$ cat src/rtl/exc_entry_pkg.sv
package exc_entry_pkg;
  localparam int XLEN   = 64;
  localparam int CODE_W = 4;
  localparam int ERR_W  = 8;
  localparam int VBASE_W = 12;

  typedef enum logic [CODE_W-1:0] {
    EX_RESET     = 4'd0,
    EX_MCHECK    = 4'd1,
    EX_DSI       = 4'd2,
    EX_EXTERNAL  = 4'd3,
    EX_PROGRAM   = 4'd4,
    EX_DECR      = 4'd5,
    EX_HDECR     = 4'd6,
    EX_DOORBELL  = 4'd7,
    EX_SYSCALL   = 4'd8,
    EX_MAINT     = 4'd9,
    EX_HDOORBELL = 4'd10
  } excCode_e;

  localparam int MSR_LE  = 0;
  localparam int MSR_RI  = 1;
  localparam int MSR_DR  = 4;
  localparam int MSR_IR  = 5;
  localparam int MSR_FE1 = 8;
  localparam int MSR_FE0 = 11;
  localparam int MSR_ME  = 12;
  localparam int MSR_FP  = 13;
  localparam int MSR_POW = 18;
  localparam int MSR_HV  = 60;

  localparam int RESUME_BIT  = 16;
  localparam int CAUSE_SHIFT = 18;
  localparam int PROG_SHIFT  = 17;

  localparam logic [XLEN-1:0] SAVE_CLR_MASK = 64'h0000_0000_783F_0000;
  localparam logic [XLEN-1:0] AIL_LOW_OFS   = 64'h0000_0000_0001_8000;
  localparam logic [XLEN-1:0] AIL_HIGH_OFS  = 64'hC000_0000_0000_4000;

  // Strobes from control to datapath
  typedef struct packed {
    logic        commit;
    logic        toHvPair;
    logic        setHv;
    logic        copyRi;
    logic        setMe;
    logic        clrMe;
    logic        ailOk;
    logic        pcPlus4;
    logic        illegal;
    logic        fpIgnore;
    logic        checkstop;
    logic        wake;
    logic [3:0]  progBits;
    logic [3:0]  cause;
    logic [CODE_W-1:0] vecCode;
  } entryCtl_t;

  function automatic logic [VBASE_W-1:0] vecBase(input logic [CODE_W-1:0] code);
    case (code)
      EX_RESET:     vecBase = 12'h100;
      EX_MCHECK:    vecBase = 12'h200;
      EX_DSI:       vecBase = 12'h300;
      EX_EXTERNAL:  vecBase = 12'h500;
      EX_PROGRAM:   vecBase = 12'h700;
      EX_DECR:      vecBase = 12'h900;
      EX_HDECR:     vecBase = 12'h980;
      EX_DOORBELL:  vecBase = 12'hA00;
      EX_SYSCALL:   vecBase = 12'hC00;
      EX_MAINT:     vecBase = 12'hE60;
      EX_HDOORBELL: vecBase = 12'hE80;
      default:      vecBase = 12'h000;
    endcase
  endfunction
endpackage

$ cat src/rtl/exc_entry_ctrl.sv
module exc_entry_ctrl
  import exc_entry_pkg::*;
(
  input  logic [CODE_W-1:0] excCode,
  input  logic [1:0]        subType,
  input  logic [ERR_W-1:0]  errCode,
  input  logic              hvCapable,
  input  logic              inPowerSave,
  input  logic              msrMe,
  input  logic              msrPow,
  input  logic              msrFp,
  input  logic              msrFe0,
  input  logic              msrFe1,
  output entryCtl_t         ctl
);
  logic [CODE_W-1:0] effCode;
  logic [3:0]        wakeCause;
  logic              wakeBad;
  logic              unknownCode;
  logic              fpDrop;
  logic              hvFault;
  logic              anyBad;
  entryCtl_t         raw;

  // Power-save redirection: everything but machine check goes to reset
  always_comb begin
    wakeCause = 4'h0;
    wakeBad   = 1'b0;
    effCode   = excCode;
    if (inPowerSave && excCode != EX_MCHECK) begin
      effCode = EX_RESET;
      case (excCode)
        EX_RESET:     wakeCause = 4'h4;
        EX_EXTERNAL:  wakeCause = 4'h8;
        EX_DECR:      wakeCause = 4'h6;
        EX_DOORBELL:  wakeCause = 4'h5;
        EX_HDOORBELL: wakeCause = 4'h3;
        EX_MAINT:     wakeCause = 4'hA;
        default:      wakeBad   = 1'b1;
      endcase
    end
  end

  // Per-class decode
  always_comb begin
    raw         = '0;
    unknownCode = 1'b0;
    fpDrop      = 1'b0;
    raw.vecCode = effCode;
    raw.wake    = inPowerSave;
    raw.cause   = wakeCause;
    case (effCode)
      EX_RESET: begin
        raw.setMe = msrPow;
        raw.setHv = hvCapable;
      end
      EX_MCHECK: begin
        raw.clrMe     = 1'b1;
        raw.setHv     = hvCapable;
        raw.checkstop = ~msrMe;
      end
      EX_DSI, EX_EXTERNAL, EX_DECR, EX_DOORBELL: raw.ailOk = 1'b1;
      EX_PROGRAM: begin
        raw.ailOk    = 1'b1;
        raw.progBits = 4'b1000 >> subType;
        fpDrop       = (subType == 2'd0) && (~msrFp || (~msrFe0 && ~msrFe1));
      end
      EX_SYSCALL: begin
        raw.ailOk   = 1'b1;
        raw.pcPlus4 = 1'b1;
        raw.setHv   = (errCode == ERR_W'(1));
      end
      EX_HDECR, EX_MAINT, EX_HDOORBELL: begin
        raw.ailOk    = 1'b1;
        raw.toHvPair = 1'b1;
        raw.setHv    = 1'b1;
        raw.copyRi   = 1'b1;
      end
      default: unknownCode = 1'b1;
    endcase
  end

  assign hvFault = ~hvCapable & (raw.setHv | raw.toHvPair);
  assign anyBad  = wakeBad | unknownCode | hvFault;

  always_comb begin
    ctl           = raw;
    ctl.illegal   = anyBad;
    ctl.fpIgnore  = fpDrop & ~anyBad;
    ctl.commit    = ~anyBad & ~fpDrop;
    ctl.checkstop = raw.checkstop & ~anyBad & ~fpDrop;
  end
endmodule

$ cat src/rtl/exc_entry_dp.sv
module exc_entry_dp
  import exc_entry_pkg::*;
(
  input  logic            clk,
  input  logic            rstN,
  input  logic            excValid,
  input  entryCtl_t       ctl,
  input  logic [XLEN-1:0] curPc,
  input  logic [XLEN-1:0] curMsr,
  input  logic [1:0]      ailMode,
  input  logic            ileFlag,
  input  logic [XLEN-1:0] vecPrefix,
  input  logic            resvSet,
  input  logic [XLEN-1:0] resvSetAddr,
  output logic            entryDone,
  output logic            illegalDeliv,
  output logic            fpIgnored,
  output logic            checkstop,
  output logic [XLEN-1:0] savePc,
  output logic [XLEN-1:0] saveStatus,
  output logic [XLEN-1:0] hSavePc,
  output logic [XLEN-1:0] hSaveStatus,
  output logic [XLEN-1:0] newMsr,
  output logic [XLEN-1:0] vector,
  output logic [XLEN-1:0] resvAddr
);
  logic [XLEN-1:0] statusWord;
  logic [XLEN-1:0] msrNext;
  logic [XLEN-1:0] vecNext;
  logic [XLEN-1:0] pcNext;
  logic            hvNext;
  logic            ailTake;
  logic            doCommit;

  assign doCommit = excValid & ctl.commit;

  // Saved status word
  always_comb begin
    statusWord = curMsr & ~SAVE_CLR_MASK;
    statusWord = statusWord | (XLEN'(ctl.progBits) << PROG_SHIFT);
    if (ctl.wake) begin
      statusWord[RESUME_BIT] = 1'b1;
      statusWord = statusWord | (XLEN'(ctl.cause) << CAUSE_SHIFT);
    end
    if (ctl.setMe) statusWord[RESUME_BIT] = 1'b1;
  end

  assign pcNext  = ctl.pcPlus4 ? curPc + XLEN'(4) : curPc;
  assign hvNext  = curMsr[MSR_HV] | ctl.setHv;
  assign ailTake = ctl.ailOk && ailMode[1] && curMsr[MSR_IR] && curMsr[MSR_DR]
                   && !(hvNext && !curMsr[MSR_HV]);

  // Handler MSR
  always_comb begin
    msrNext          = '0;
    msrNext[MSR_HV]  = hvNext;
    msrNext[MSR_ME]  = (curMsr[MSR_ME] | ctl.setMe) & ~ctl.clrMe;
    msrNext[MSR_RI]  = ctl.copyRi & curMsr[MSR_RI];
    msrNext[MSR_IR]  = ailTake;
    msrNext[MSR_DR]  = ailTake;
    msrNext[MSR_LE]  = ileFlag;
  end

  // Handler address
  always_comb begin
    vecNext = XLEN'(vecBase(ctl.vecCode)) | vecPrefix;
    if (ailTake) vecNext = vecNext | (ailMode[0] ? AIL_HIGH_OFS : AIL_LOW_OFS);
  end

  always_ff @(posedge clk or negedge rstN) begin
    if (!rstN) begin
      entryDone    <= 1'b0;
      illegalDeliv <= 1'b0;
      fpIgnored    <= 1'b0;
      checkstop    <= 1'b0;
      savePc       <= '0;
      saveStatus   <= '0;
      hSavePc      <= '0;
      hSaveStatus  <= '0;
      newMsr       <= '0;
      vector       <= '0;
      resvAddr     <= '1;
    end else begin
      entryDone    <= doCommit;
      illegalDeliv <= excValid & ctl.illegal;
      fpIgnored    <= excValid & ctl.fpIgnore;
      if (doCommit) begin
        if (ctl.toHvPair) begin
          hSavePc     <= pcNext;
          hSaveStatus <= statusWord;
        end else begin
          savePc     <= pcNext;
          saveStatus <= statusWord;
        end
        newMsr   <= msrNext;
        vector   <= vecNext;
        resvAddr <= '1;
        if (ctl.checkstop) checkstop <= 1'b1;
      end else if (resvSet) begin
        resvAddr <= resvSetAddr;
      end
    end
  end
endmodule

$ cat src/rtl/exc_entry_unit.sv
module exc_entry_unit
  import exc_entry_pkg::*;
(
  input  logic               clk,
  input  logic               rstN,
  input  logic               excValid,
  input  logic [CODE_W-1:0]  excCode,
  input  logic [1:0]         subType,
  input  logic [ERR_W-1:0]   errCode,
  input  logic [XLEN-1:0]    curPc,
  input  logic [XLEN-1:0]    curMsr,
  input  logic               hvCapable,
  input  logic [1:0]         ailMode,
  input  logic               ileFlag,
  input  logic [XLEN-1:0]    vecPrefix,
  input  logic               inPowerSave,
  input  logic               resvSet,
  input  logic [XLEN-1:0]    resvSetAddr,
  output logic               entryDone,
  output logic               illegalDeliv,
  output logic               fpIgnored,
  output logic               checkstop,
  output logic [XLEN-1:0]    savePc,
  output logic [XLEN-1:0]    saveStatus,
  output logic [XLEN-1:0]    hSavePc,
  output logic [XLEN-1:0]    hSaveStatus,
  output logic [XLEN-1:0]    newMsr,
  output logic [XLEN-1:0]    vector,
  output logic [XLEN-1:0]    resvAddr
);
  entryCtl_t ctl;

  exc_entry_ctrl u_ctrl (
    .excCode     (excCode),
    .subType     (subType),
    .errCode     (errCode),
    .hvCapable   (hvCapable),
    .inPowerSave (inPowerSave),
    .msrMe       (curMsr[MSR_ME]),
    .msrPow      (curMsr[MSR_POW]),
    .msrFp       (curMsr[MSR_FP]),
    .msrFe0      (curMsr[MSR_FE0]),
    .msrFe1      (curMsr[MSR_FE1]),
    .ctl         (ctl)
  );

  exc_entry_dp u_dp (
    .clk          (clk),
    .rstN         (rstN),
    .excValid     (excValid),
    .ctl          (ctl),
    .curPc        (curPc),
    .curMsr       (curMsr),
    .ailMode      (ailMode),
    .ileFlag      (ileFlag),
    .vecPrefix    (vecPrefix),
    .resvSet      (resvSet),
    .resvSetAddr  (resvSetAddr),
    .entryDone    (entryDone),
    .illegalDeliv (illegalDeliv),
    .fpIgnored    (fpIgnored),
    .checkstop    (checkstop),
    .savePc       (savePc),
    .saveStatus   (saveStatus),
    .hSavePc      (hSavePc),
    .hSaveStatus  (hSaveStatus),
    .newMsr       (newMsr),
    .vector       (vector),
    .resvAddr     (resvAddr)
  );
endmodule

$ cat config.mk
export PLATFORM = sky130hd
export DESIGN_NAME = exc_entry_unit
export DESIGN_NICKNAME = d
export VERILOG_FILES = /design/src/rtl/exc_entry_pkg.sv /design/src/rtl/exc_entry_ctrl.sv /design/src/rtl/exc_entry_dp.sv /design/src/rtl/exc_entry_unit.sv
export SDC_FILE = /design/constraint.sdc
export NUM_CORES = 1
export LEC_CHECK = 0
export CELL_PAD_IN_SITES_DETAIL_PLACEMENT = 1
export CELL_PAD_IN_SITES_GLOBAL_PLACEMENT = 1
export CORE_AREA = 2 2 288 290
export CTS_CLUSTER_SIZE = 8
export DETAILED_ROUTE_END_ITERATION = 8
export DIE_AREA = 0 0 290 292
export GPL_TIMING_DRIVEN = 0
export HOLD_SLACK_MARGIN = 0.12
export PLACE_DENSITY = 0.56
export SLEW_MARGIN = 10
export SYNTH_ARGS = -nofsm -noshare
export SYNTH_HDL_FRONTEND = slang
export SYNTH_HIERARCHICAL = 1
export SYNTH_SLANG_ARGS = --single-unit
$ cat constraint.sdc
create_clock -name clk -period 1.32 [get_ports clk]
set_input_delay 0.396 -clock clk [delete_from_list [all_inputs] [get_ports clk]]
set_output_delay 0.396 -clock clk [all_outputs]
set_load 0.01 [all_outputs]
==> results.py, run 1 <==
metrics = {
    "outcome": {
        "status": "finished with violations",
        "violations": "negative hold slack, negative setup slack",
    },
    "logic_synthesis": {
        "synth_top_family_by_area": "simple AND/OR/NAND/NOR gates",
        "synth_mux_area_frac": 0.0427,
        "synth_top_cells_by_area": "dfrtp_1 47%, nand2_1 16%, dfstp_2 9.8%",
        "yosys_most_used_dff": "dfrtp_1",
        "synth-compound-area-share": 0.0582,
        "synth_seq_cells": 385,
        "synthDistinctLibCells": 60,
        "synth_sequential_area_ratio": 0.566,
        "synthDominantAreaCellType": "dfrtp_1",
        "synthCells": 1851,
        "synth_fa_ha_area_frac": 0.00437,
        "synth_top_cell_area_share": 0.468,
        "async_reset_ff_frac": 1.00,
        "avgSynthCellArea_sq_um": 9.27,
        "yosys.area_share.simple": 0.247,
        "mappedNetlistArea_sq_um": 17200,
        "synth_xor_xnor_area_share": 0.0230,
        "synth_edf_count": 0,
        "ys.warnings.count": 6,
    },
    "setup_path": {
        "setup.worst_path.start_class": "input port",
        "critical_path_cell_count": 7,
        "timing.critical_path.required_ns": 1.84,
        "startpoint_of_the_lowest_slack_register_to_register_path": "u_dp/resvAddr[21]$_DFFE_PN1P_",
        "crit_path_end": "u_dp/savePc[58]$_DFFE_PN0P_",
        "timing.setup.critical_path_class": "input port to register",
        "worstRegToRegCells": 2,
        "worst_path_dominant_cell_family": "simple AND/OR/NAND/NOR gates",
        "slack_of_the_worst_reg_to_reg_path_ns": 0.51,
        "critPathSlowestCell": "clkdlybuf4s50_1",
        "critical_path.max_stage_delay_ns": 0.62,
        "timing.critical_path.buf_inv": 2,
        "critical_path.cell_chain": "clkdlybuf4s50_1, and4_4, nand4_1, or4_4, buf_6, or4_4, a31oi_1",
        "cp-startpoint": "curPc[49]",
        "cp_common_cell": "or4_4",
        "crit_arrival_ns": 2.82,
        "crit_path_end_kind": "register",
        "capturing_point_of_the_worst_reg2reg_path": "u_dp/resvAddr[21]$_DFFE_PN1P_",
        "critical_path.max_fanout": 5,
    },
    "sta": {
        "timing.final.hold_violations": 48,
        "clock-skew-final_ns": 0,
        "hold-worst-slack_ns": -0.137,
        "final_max_slew_violation_count": 0,
        "setup-violations-final": 790,
        "share_of_the_clock_period_used_by_the_worst_path": 1.74,
        "final.setup.worst_slack_ns": -0.979,
        "final.min_clock_period_ns": 2.30,
        "finalSetupTns_ns": -493.19,
        "max_freq_mhz": 435,
        "rsz_0062_raised_after_global_routing": "yes",
        "tightest_slew_ns": 0.817,
        "slew_headroom": 0.455,
    },
    "placement": {
        "portBuffers": 654,
        "place_congestion": 0.829,
        "place_hpwl_mm": 65.2,
    },
    "clocking": {
        "sink_count": 385,
        "numCtsBuffers": 55,
        "htree_num_levels": 2,
        "cts_tree": "built",
        "cts.root.buffer_cell": "clkbuf_16",
        "insertion_delay_ns": 0.60,
        "clkTransAtPathRegs_ns": 0.06,
        "clock_path_buffers": 3,
    },
    "floorplan": {
        "die_width_um": 290,
        "design.die.area_sq_um": 84700,
        "ioPinCount": 731,
        "initial_utilization": 0.210,
        "placement_rows": 105,
        "chipHeight_um": 292,
        "floorplan_core_area_sq_um": 81600,
    },
    "finish": {
        "areaGrowthSynthToFinish_pct": 76.7,
        "register_area_sq_um": 9720,
        "nets": 3010,
        "multi_input_comb_area_sq_um": 7550,
        "drive_gt1_frac": 0.222,
        "layout.core_utilization": 0.372,
        "final.fill_count": 9108,
    },
    "route": {
        "drt-initial-drc-count": 562,
        "final_antenna_net_count": 0,
        "routed_via_density": 4.30,
        "total_wire_length_after_detailed_routing_mm": 88.2,
        "detailroute.via_count": 16451,
        "drt-pass1-iter-count": 5,
        "drc_errors": 0,
        "wl_per_cell_um": 23.0,
    },
    "power": {
        "pwr_density_cell_nw_per_um2": 1420,
        "cellLeakagePower_nw": 14.0,
        "worst_ir_drop_vdd_uv": 851,
    },
    "global_routing": {
        "first_global_vias": 18223,
        "grt_max_degree": 102,
        "grt-ovfl-total": 0,
        "antenna_found_initial": 9,
        "track_usage": 0.200,
        "global_route_wire_length_before_repair_mm": 126,
    },
    "run": {
        "max_cap_violation_count": 0,
    },
    "hold_path": {
        "min_path_type": "input port to async pin",
    },
}
-- layout make-up --
class | count | share of cell area
Tap cell | 1070 | 0.0441
Antenna cell | 5 | 0.000413
Multi-Input combinational cell | 1343 | 0.249
Inverter | 14 | 0.00198
Clock inverter | 3 | 0.00182
Timing Repair Buffer | 758 | 0.263
Buffer | 168 | 0.0686
Clock buffer | 83 | 0.0509
Sequential cell | 385 | 0.320
-- power by group --
part	internal, mW	switching, mW
clock	8.11	5.53
sequential	14.5	1.55
combinational	7.07	6.32
-- routing by layer --
metal / up-vias / part of all wire / track usage
met4: 6 / 0.030 / 0.0596
met5: - / 0.00036 / 0
li1: 7702 / - / -
met2: 519 / 0.52 / 0.366
met1: 8101 / 0.39 / 0.221
met3: 123 / 0.067 / 0.0614
-- synth_stat cells, drive strengths merged (2+ instances only) --
cell     count
nor4b        4
and2        14
a31oi       22
nor2        45
a21o         3
nand4       25
nand3b      11
mux2         2
o22a         3
nand3       35
nand4b       3
and3        14
buf         87
o21ai      117
a31o         3
inv         14
dfstp       64
o31ai        4
a21oi        8
nor3b        4
nor4        23
or4          8
or3          5
xor2        11
a211oi       3
nand2      743
xnor2       34
nor3        18
dfrtp      321
ha           6
o32a         2
a2bb2oi      2
nor2b        5
mux2i       71
nand2b       9
clkbuf      87
and4        13
-- what timing repair did --
action | 4_1_cts | 5_1_grt
resized for setup | 283 | 200
hold endpoints to repair | 48 | 48
cloned | 19 | 16
setup endpoints to repair | 863 | 862
pin swaps | 19 | 28
setup buffers | 43 | 23
-- how the worst min path moves through the flow --
| stage | startpoint | endpoint |
|---|---|---|
| after floorplan | rstN | u_dp/checkstop$_DFFE_PN0P_ |
| after global routing | rstN | u_dp/vector[15]$_DFFE_PN0P_ |
| after global placement | u_dp/checkstop$_DFFE_PN0P_ | u_dp/checkstop$_DFFE_PN0P_ |
| after detailed placement | u_dp/hSaveStatus[32]$_DFFE_PN0P_ | u_dp/hSaveStatus[32]$_DFFE_PN0P_ |
| final | rstN | u_dp/vector[11]$_DFFE_PN0P_ |
| after CTS | rstN | u_dp/vector[11]$_DFFE_PN0P_ |
-- cells in the final DEF (no fill, tap or decap), types with 31 or more instances in the layout --
cell	netlist	routed
clkbuf_1	87	32
dfstp_2	64	64
xnor2_1	34	31
buf_6	1	48
nand2_1	743	663
nor2_1	45	40
buf_4	74	123
mux2i_1	71	71
nand2_2	0	77
clkbuf_16	0	106
dfrtp_1	321	320
conb_1	1	66
o21ai_1	1	85
clkdlybuf4s50_1	0	581
-- sequential cells by signal, indices dropped and copies added (netlist names) --
name               cells
u_dp/resvAddr         64
u_dp/hSaveStatus      60
u_dp/fpIgnored         1
u_dp/hSavePc          64
u_dp/saveStatus       60
u_dp/vector           64
u_dp/savePc           64
u_dp/newMsr            5
u_dp/entryDone         1
u_dp/illegalDeliv      1
u_dp/checkstop         1
-- cell families after synthesis --
| kind of cell | count (synthesis) |
|---|---|
| other | 1 |
| multiplexers | 73 |
| AND/OR/NAND/NOR | 980 |
| AO/OA/AOI/OAI | 173 |
| buffers and inverters | 188 |
| XOR/XNOR | 45 |
| flip-flops | 385 |
| adder cells (fa/ha/maj) | 6 |
-- metrics by stage --
step,cell area [sq um],setup WS (ns),hold slack [ns],std cells,power [mW]
floorplan,18400,-1.21,0.100,1916,20.3
global placement,26300,-18.22,0.447,3640,28.7
detailed placement,26400,-2.83,0.456,3643,29.0
CTS,29400,-0.931,-0.163,3787,43.7
global route,30300,-1.01,-0.117,3826,45.4
finish,30300,-0.979,-0.137,3829,43.1
Power figures use the tool's default switching activity.
==> inputs of run 2 (changes only) <==
--- a/config.mk
+++ b/config.mk
@@ -11,7 +11,6 @@
 export CTS_CLUSTER_SIZE = 8
 export DETAILED_ROUTE_END_ITERATION = 8
 export DIE_AREA = 0 0 290 292
-export GPL_TIMING_DRIVEN = 0
 export HOLD_SLACK_MARGIN = 0.12
 export PLACE_DENSITY = 0.56
 export SLEW_MARGIN = 10
==> results.py, run 2 (synthesized netlist as in run 1, its figures left out) <==
metrics = {
    "power": {
        "worst_ir_drop_vdd_uv": 887,
        "cellLeakagePower_nw": 14.0,
        "pwr_density_cell_nw_per_um2": 1410,
        "finalPower_mw": 43.7,
    },
    "hold_path": {
        "min_from": "curMsr[11]",
        "min_path_type": "input port to register",
        "holdPathEnd": "u_dp/hSaveStatus[11]$_DFFE_PN0P_",
        "min_delay_path_depth": 4,
    },
    "sta": {
        "rsz_0062_raised_after_global_routing": "yes",
        "setup-violations-final": 769,
        "final.min_clock_period_ns": 2.19,
        "clock-skew-final_ns": 0,
        "share_of_the_clock_period_used_by_the_worst_path": 1.66,
        "final.setup.worst_slack_ns": -0.869,
        "timing.final.hold_violations": 0,
        "final_max_slew_violation_count": 0,
        "finalSetupTns_ns": -483.57,
        "max_freq_mhz": 457,
    },
    "clocking": {
        "numCtsBuffers": 56,
        "insertion_delay_ns": 0.60,
        "cts.root.buffer_cell": "clkbuf_16",
        "clock_path_buffers": 3,
        "clkTransAtPathRegs_ns": 0.06,
        "sink_count": 385,
        "htree_num_levels": 2,
        "cts_tree": "built",
    },
    "setup_path": {
        "worst_path_dominant_cell_family": "buffers and inverters",
        "crit_arrival_ns": 2.72,
        "cp_common_cell": "buf_12",
        "setup.worst_path.start_class": "input port",
        "startpoint_of_the_lowest_slack_register_to_register_path": "u_dp/hSavePc[61]$_DFFE_PN0P_",
        "worstRegToRegCells": 2,
        "critPathSlowestCell": "clkdlybuf4s50_1",
        "crit_path_end_kind": "register",
        "timing.setup.critical_path_class": "input port to register",
        "timing.critical_path.buf_inv": 5,
        "critical_path.cell_chain": "clkdlybuf4s50_1, nor4b_4, buf_4, a31o_4, a211oi_4, buf_12, buf_12, nand3_4, buf_12, nor2_4, nand3_2, mux2_4, nand2_2",
        "timing.critical_path.required_ns": 1.85,
        "critical_path.max_fanout": 9,
        "critical_path.max_stage_delay_ns": 0.41,
        "capturing_point_of_the_worst_reg2reg_path": "u_dp/hSavePc[61]$_DFFE_PN0P_",
        "slack_of_the_worst_reg_to_reg_path_ns": 0.46,
    },
    "finish": {
        "multi_input_comb_area_sq_um": 7770,
        "final.fill_count": 9112,
        "areaGrowthSynthToFinish_pct": 80.4,
        "layout_common_cells": "587 x nand2_1, 548 x clkdlybuf4s50_1, 320 x dfrtp_1",
        "register_area_sq_um": 9720,
        "final_common_cell": "nand2_1",
        "drive_gt1_frac": 0.276,
        "number_of_standard_cells_in_the_layout_taps_in_and_fillers_out": 3884,
        "nets": 3061,
    },
    "floorplan": {
        "placement_rows": 105,
        "chipHeight_um": 292,
        "design.die.area_sq_um": 84700,
        "floorplan_core_area_sq_um": 81600,
        "initial_utilization": 0.210,
        "die_width_um": 290,
        "ioPinCount": 731,
    },
    "global_routing": {
        "antenna_found_initial": 12,
        "grt_max_degree": 65,
        "grt-ovfl-total": 0,
        "track_usage": 0.194,
        "first_global_vias": 18352,
        "global_route_wire_length_before_repair_mm": 124,
    },
    "outcome": {
        "violations": "negative setup slack",
        "status": "finished with violations",
    },
    "route": {
        "drc_errors": 0,
        "total_wire_length_after_detailed_routing_mm": 87.0,
        "detailroute.via_count": 16816,
        "wl_per_cell_um": 22.4,
        "final_antenna_net_count": 0,
        "routed_via_density": 4.33,
        "drt-initial-drc-count": 640,
        "drt-pass1-iter-count": 4,
    },
    "placement": {
        "place_congestion": 0.826,
        "portBuffers": 655,
        "place_hpwl_mm": 62.2,
        "place_inst": 3712,
    },
    "run": {
        "max_cap_violation_count": 0,
    },
}
==> run 2: cell types whose count changed in the layout (fill, tap and decap cells not counted), sizes merged, moves of 2 or more <==
cell / previous run / this run
clkdlybuf4s50: 581 / 548
dlymetal6s2s: 17 / 3
clkdlybuf4s15: 2 / 0
clkbuf: 175 / 103
buf: 217 / 366
dlygate4sd2: 17 / 37
clkinv: 1 / 3
bufbuf: 0 / 2
==> run 2: layout make-up <==
| type | instances | area share |
|---|---|---|
| Inverter | 14 | 0.00186 |
| Timing Repair Buffer | 975 | 0.337 |
| Tap cell | 1070 | 0.0432 |
| Clock inverter | 6 | 0.00283 |
| Antenna cell | 5 | 0.000404 |
| Sequential cell | 385 | 0.314 |
| Multi-Input combinational cell | 1344 | 0.251 |
| Clock buffer | 85 | 0.0497 |
==> run 2: how the worst max path moves through the flow <==
stage	startpoint	cells after the start	slack (ns)	to
floorplan	excCode[1]	8	-1.21	u_dp/hSavePc[43]$_DFFE_PN0P_
global placement	excCode[3]	9	-1.99	u_dp/savePc[58]$_DFFE_PN0P_
detailed placement	excCode[3]	9	-2.05	u_dp/savePc[58]$_DFFE_PN0P_
CTS	excCode[3]	9	-0.81	u_dp/hSavePc[58]$_DFFE_PN0P_
global route	excCode[3]	16	-0.88	u_dp/savePc[49]$_DFFE_PN0P_
finish	errCode[0]	13	-0.87	u_dp/hSavePc[61]$_DFFE_PN0P_
==> run 2: worst min-delay path: cells and delay by family <==
kind / cells / cell delay (ns)
and+or+nand+nor: 2 / 0.09
buffers and inverters: 2 / 0.26
==> run 2: where the power goes <==
part | total, mW | internal [mW] | switching [mW]
Combinational | 13.7 | 7.36 | 6.38
Sequential | 16.3 | 14.5 | 1.82
Clock | 13.7 | 8.12 | 5.53
==> run 2: metal layers <==
metal  up-vias  share of wire  global-route usage  wire, um
met5         -        0.00066                   0        57
met4        10          0.023              0.0478      2000
met3       109          0.059              0.0518      5170
met2       488           0.52               0.357     45300
met1      8405           0.40               0.223     34400
li1       7804              -                   -         -
==> run 2: timing repair <==
item	CTS	global route
gates cloned	21	19
hold buffers	1	0
setup buffers	28	22
resized for setup	333	236
endpoints found under the setup margin	771	769
endpoints found under the hold margin	276	0
pin swaps	36	61
==> run 2: through the flow <==
stage          cell area [sq um]  hold slack [ns]   util  setup slack [ns]
2_1_floorplan              18400            0.100      -             -1.21
3_3_place_gp               26900            0.336  0.330             -1.99
3_5_place_dp               26900            0.340  0.330             -2.05
4_1_cts                    29800            0.169  0.365            -0.813
5_1_grt                    31000            0.176  0.379            -0.881
6_report                   31000            0.189  0.380            -0.869
==> inputs of run 3 (changes only) <==
--- a/config.mk
+++ b/config.mk
@@ -7,12 +7,12 @@
 export LEC_CHECK = 0
 export CELL_PAD_IN_SITES_DETAIL_PLACEMENT = 1
 export CELL_PAD_IN_SITES_GLOBAL_PLACEMENT = 1
-export CORE_AREA = 2 2 288 290
+export CORE_AREA = 2 2 284 286
 export CTS_CLUSTER_SIZE = 8
 export DETAILED_ROUTE_END_ITERATION = 8
-export DIE_AREA = 0 0 290 292
+export DIE_AREA = 0 0 286 288
 export HOLD_SLACK_MARGIN = 0.12
-export PLACE_DENSITY = 0.56
+export PLACE_DENSITY = 0.58
 export SLEW_MARGIN = 10
 export SYNTH_ARGS = -nofsm -noshare
 export SYNTH_HDL_FRONTEND = slang
==> constraint.sdc (replaced) <==
create_clock -name clk -period 2.45 [get_ports clk]
set_input_delay 0.735 -clock clk [delete_from_list [all_inputs] [get_ports clk]]
set_output_delay 0.735 -clock clk [all_outputs]
set_load 0.01 [all_outputs]
==> results.py, run 3 (synthesized netlist as in run 1, its figures left out) <==
metrics = {
    "sta": {
        "tightest_slew_ns": 0.526,
        "share_of_the_clock_period_used_by_the_worst_path": 1.01,
        "rsz_0062_raised_after_global_routing": "yes",
        "final.min_clock_period_ns": 2.47,
        "timing.final.hold_violations": 0,
        "slew_headroom": 0.647,
        "final_max_slew_violation_count": 0,
        "finalSetupTns_ns": -0.0186,
        "final.setup.worst_slack_ns": -0.0186,
        "hold-worst-slack_ns": 0.463,
        "clock-skew-final_ns": 0,
        "setup-violations-final": 1,
        "max_freq_mhz": 405,
    },
    "floorplan": {
        "chipHeight_um": 288,
        "placement_rows": 104,
        "die_width_um": 286,
        "design.die.area_sq_um": 82400,
        "initial_utilization": 0.216,
        "floorplan_core_area_sq_um": 79600,
        "ioPinCount": 731,
    },
    "outcome": {
        "violations": "negative setup slack",
        "status": "finished with violations",
    },
    "setup_path": {
        "critical_path.max_fanout": 5,
        "timing.critical_path.required_ns": 2.96,
        "setup.worst_path.start_class": "input port",
        "crit_path_end_kind": "register",
        "crit_arrival_ns": 2.98,
        "timing.setup.critical_path_class": "input port to register",
    },
    "power": {
        "seq_power_share": 0.385,
        "power_switching_mw": 6.95,
        "comb_power_share": 0.295,
        "pwr_density_cell_nw_per_um2": 788,
        "internal_power_consumption_mw": 15.6,
        "p_sw_frac": 0.309,
        "fraction_of_power_consumed_by_the_clock_network": 0.320,
        "worst_ir_drop_vdd_uv": 485,
        "cellLeakagePower_nw": 13.1,
        "finalPower_mw": 22.5,
    },
    "placement": {
        "place_congestion": 0.863,
        "place_hpwl_mm": 62.2,
        "portBuffers": 655,
        "dpl_cell_area_sq_um": 26500,
        "place_inst": 3682,
    },
    "route": {
        "routed_via_density": 4.34,
        "drt-initial-drc-count": 664,
        "final_antenna_net_count": 0,
        "total_wire_length_after_detailed_routing_mm": 80.1,
        "drc_errors": 0,
        "wl_per_cell_um": 21.1,
        "drt-pass1-iter-count": 4,
        "detailroute.via_count": 16498,
    },
    "clocking": {
        "clkTransAtPathRegs_ns": 0.05,
        "cts.root.buffer_cell": "clkbuf_16",
        "numCtsBuffers": 55,
        "htree_num_levels": 2,
        "clock_path_buffers": 3,
        "cts_tree": "built",
        "insertion_delay_ns": 0.60,
        "sink_count": 385,
    },
    "finish": {
        "nets": 2988,
        "final_common_cell": "nand2_1",
        "number_of_standard_cells_in_the_layout_taps_in_and_fillers_out": 3801,
        "drive_gt1_frac": 0.167,
        "post-route-cell-area_sq_um": 28600,
        "layout_common_cells": "738 x nand2_1, 586 x clkdlybuf4s50_1, 321 x dfrtp_1",
        "final.fill_count": 9054,
        "areaGrowthSynthToFinish_pct": 66.7,
    },
    "hold_path": {
        "min_path_type": "register to register",
    },
    "global_routing": {
        "grt-ovfl-total": 0,
        "track_usage": 0.188,
        "antenna_found_initial": 17,
        "first_global_vias": 17810,
        "grt_max_degree": 74,
        "global_route_wire_length_before_repair_mm": 117,
    },
    "run": {
        "max_cap_violation_count": 0,
    },
}
==> run 3: changes by cell type in the layout (fill, tap and decap cells not counted), sizes merged <==
cell           change
and3               -1
buf              -113
bufinv             -1
clkinv             -2
inv                -1
clkbuf            -22
clkdlybuf4s50     +38
dlygate4sd2        +7
diode              +6
clkinvlp           +1
dlymetal6s2s      +15
==> run 3: area by class of cell <==
class / count / area [sq um] / share of cell area
Antenna cell: 11 / 27.5 / 0.000962
Clock buffer: 81 / 1550 / 0.0541
Clock inverter: 3 / 32.5 / 0.00114
Inverter: 14 / 52.6 / 0.00184
Multi-Input combinational cell: 1343 / 7060 / 0.247
Sequential cell: 385 / 9710 / 0.340
Tap cell: 1060 / 1330 / 0.0464
Timing Repair Buffer: 904 / 8850 / 0.309
==> run 3: metal layers <==
metal / GRT usage / share of wire
met5: 0 / 0.0011
met4: 0.0599 / 0.029
met3: 0.0582 / 0.074
met2: 0.338 / 0.51
met1: 0.212 / 0.38
==> run 3: per-stage QoR <==
step / setup WS (ns) / util
floorplan: -0.417 / -
global placement: -1.03 / 0.333
detailed placement: -1.12 / 0.333
CTS: -0.104 / 0.356
global route: -0.0486 / 0.359
finish: -0.0186 / 0.359
==> run 3: what timing repair did <==
| action | in CTS | in global routing |
|---|---|---|
| hold endpoints to repair | 16 | 0 |
| pin swaps | 9 | 21 |
| resized for setup | 103 | 41 |
| cloned | 3 | 0 |
| setup endpoints to repair | 396 | 84 |
| buffers inserted | 11 | 11 |
| hold buffers | 1 | 0 |
==> run 3: worst max-delay path, cell delays in order <==
cell,delay [ns]
clkdlybuf4s50_1,0.54
and3_4,0.23
nand4_4,0.15
or4_4,0.58
buf_6,0.16
or4_4,0.42
a31oi_1,0.17
==> run 3: worst paths after layout <==
kind,startpoint,depth (start not counted),slack [ns],to
worst max-delay path,curPc[39],7,-0.02,u_dp/savePc[62]$_DFFE_PN0P_
worst min-delay path,u_dp/saveStatus[46]$_DFFE_PN0P_,2,0.46,u_dp/saveStatus[46]$_DFFE_PN0P_
worst max register to register,u_dp/savePc[49]$_DFFE_PN0P_,2,1.65,u_dp/savePc[49]$_DFFE_PN0P_
worst min register to register,u_dp/saveStatus[46]$_DFFE_PN0P_,2,0.46,u_dp/saveStatus[46]$_DFFE_PN0P_
max in group asynchronous,rstN,3,0.91,u_dp/resvAddr[13]$_DFFE_PN1P_
min in group asynchronous,rstN,2,0.67,u_dp/vector[7]$_DFFE_PN0P_
==> run 3: power groups by stage <==
| stage | Clock (mW) | Sequential (mW) | Combinational [mW] |
|---|---|---|---|
| 2_1_floorplan | 0 | 9.23 | 1.59 |
| 3_3_place_gp | 0 | 8.71 | 6.64 |
| 3_5_place_dp | 0 | 8.76 | 6.75 |
| 5_1_grt | 7.72 | 8.83 | 7.17 |
| 4_1_cts | 7.48 | 8.69 | 6.77 |
| 6_report | 7.22 | 8.67 | 6.64 |
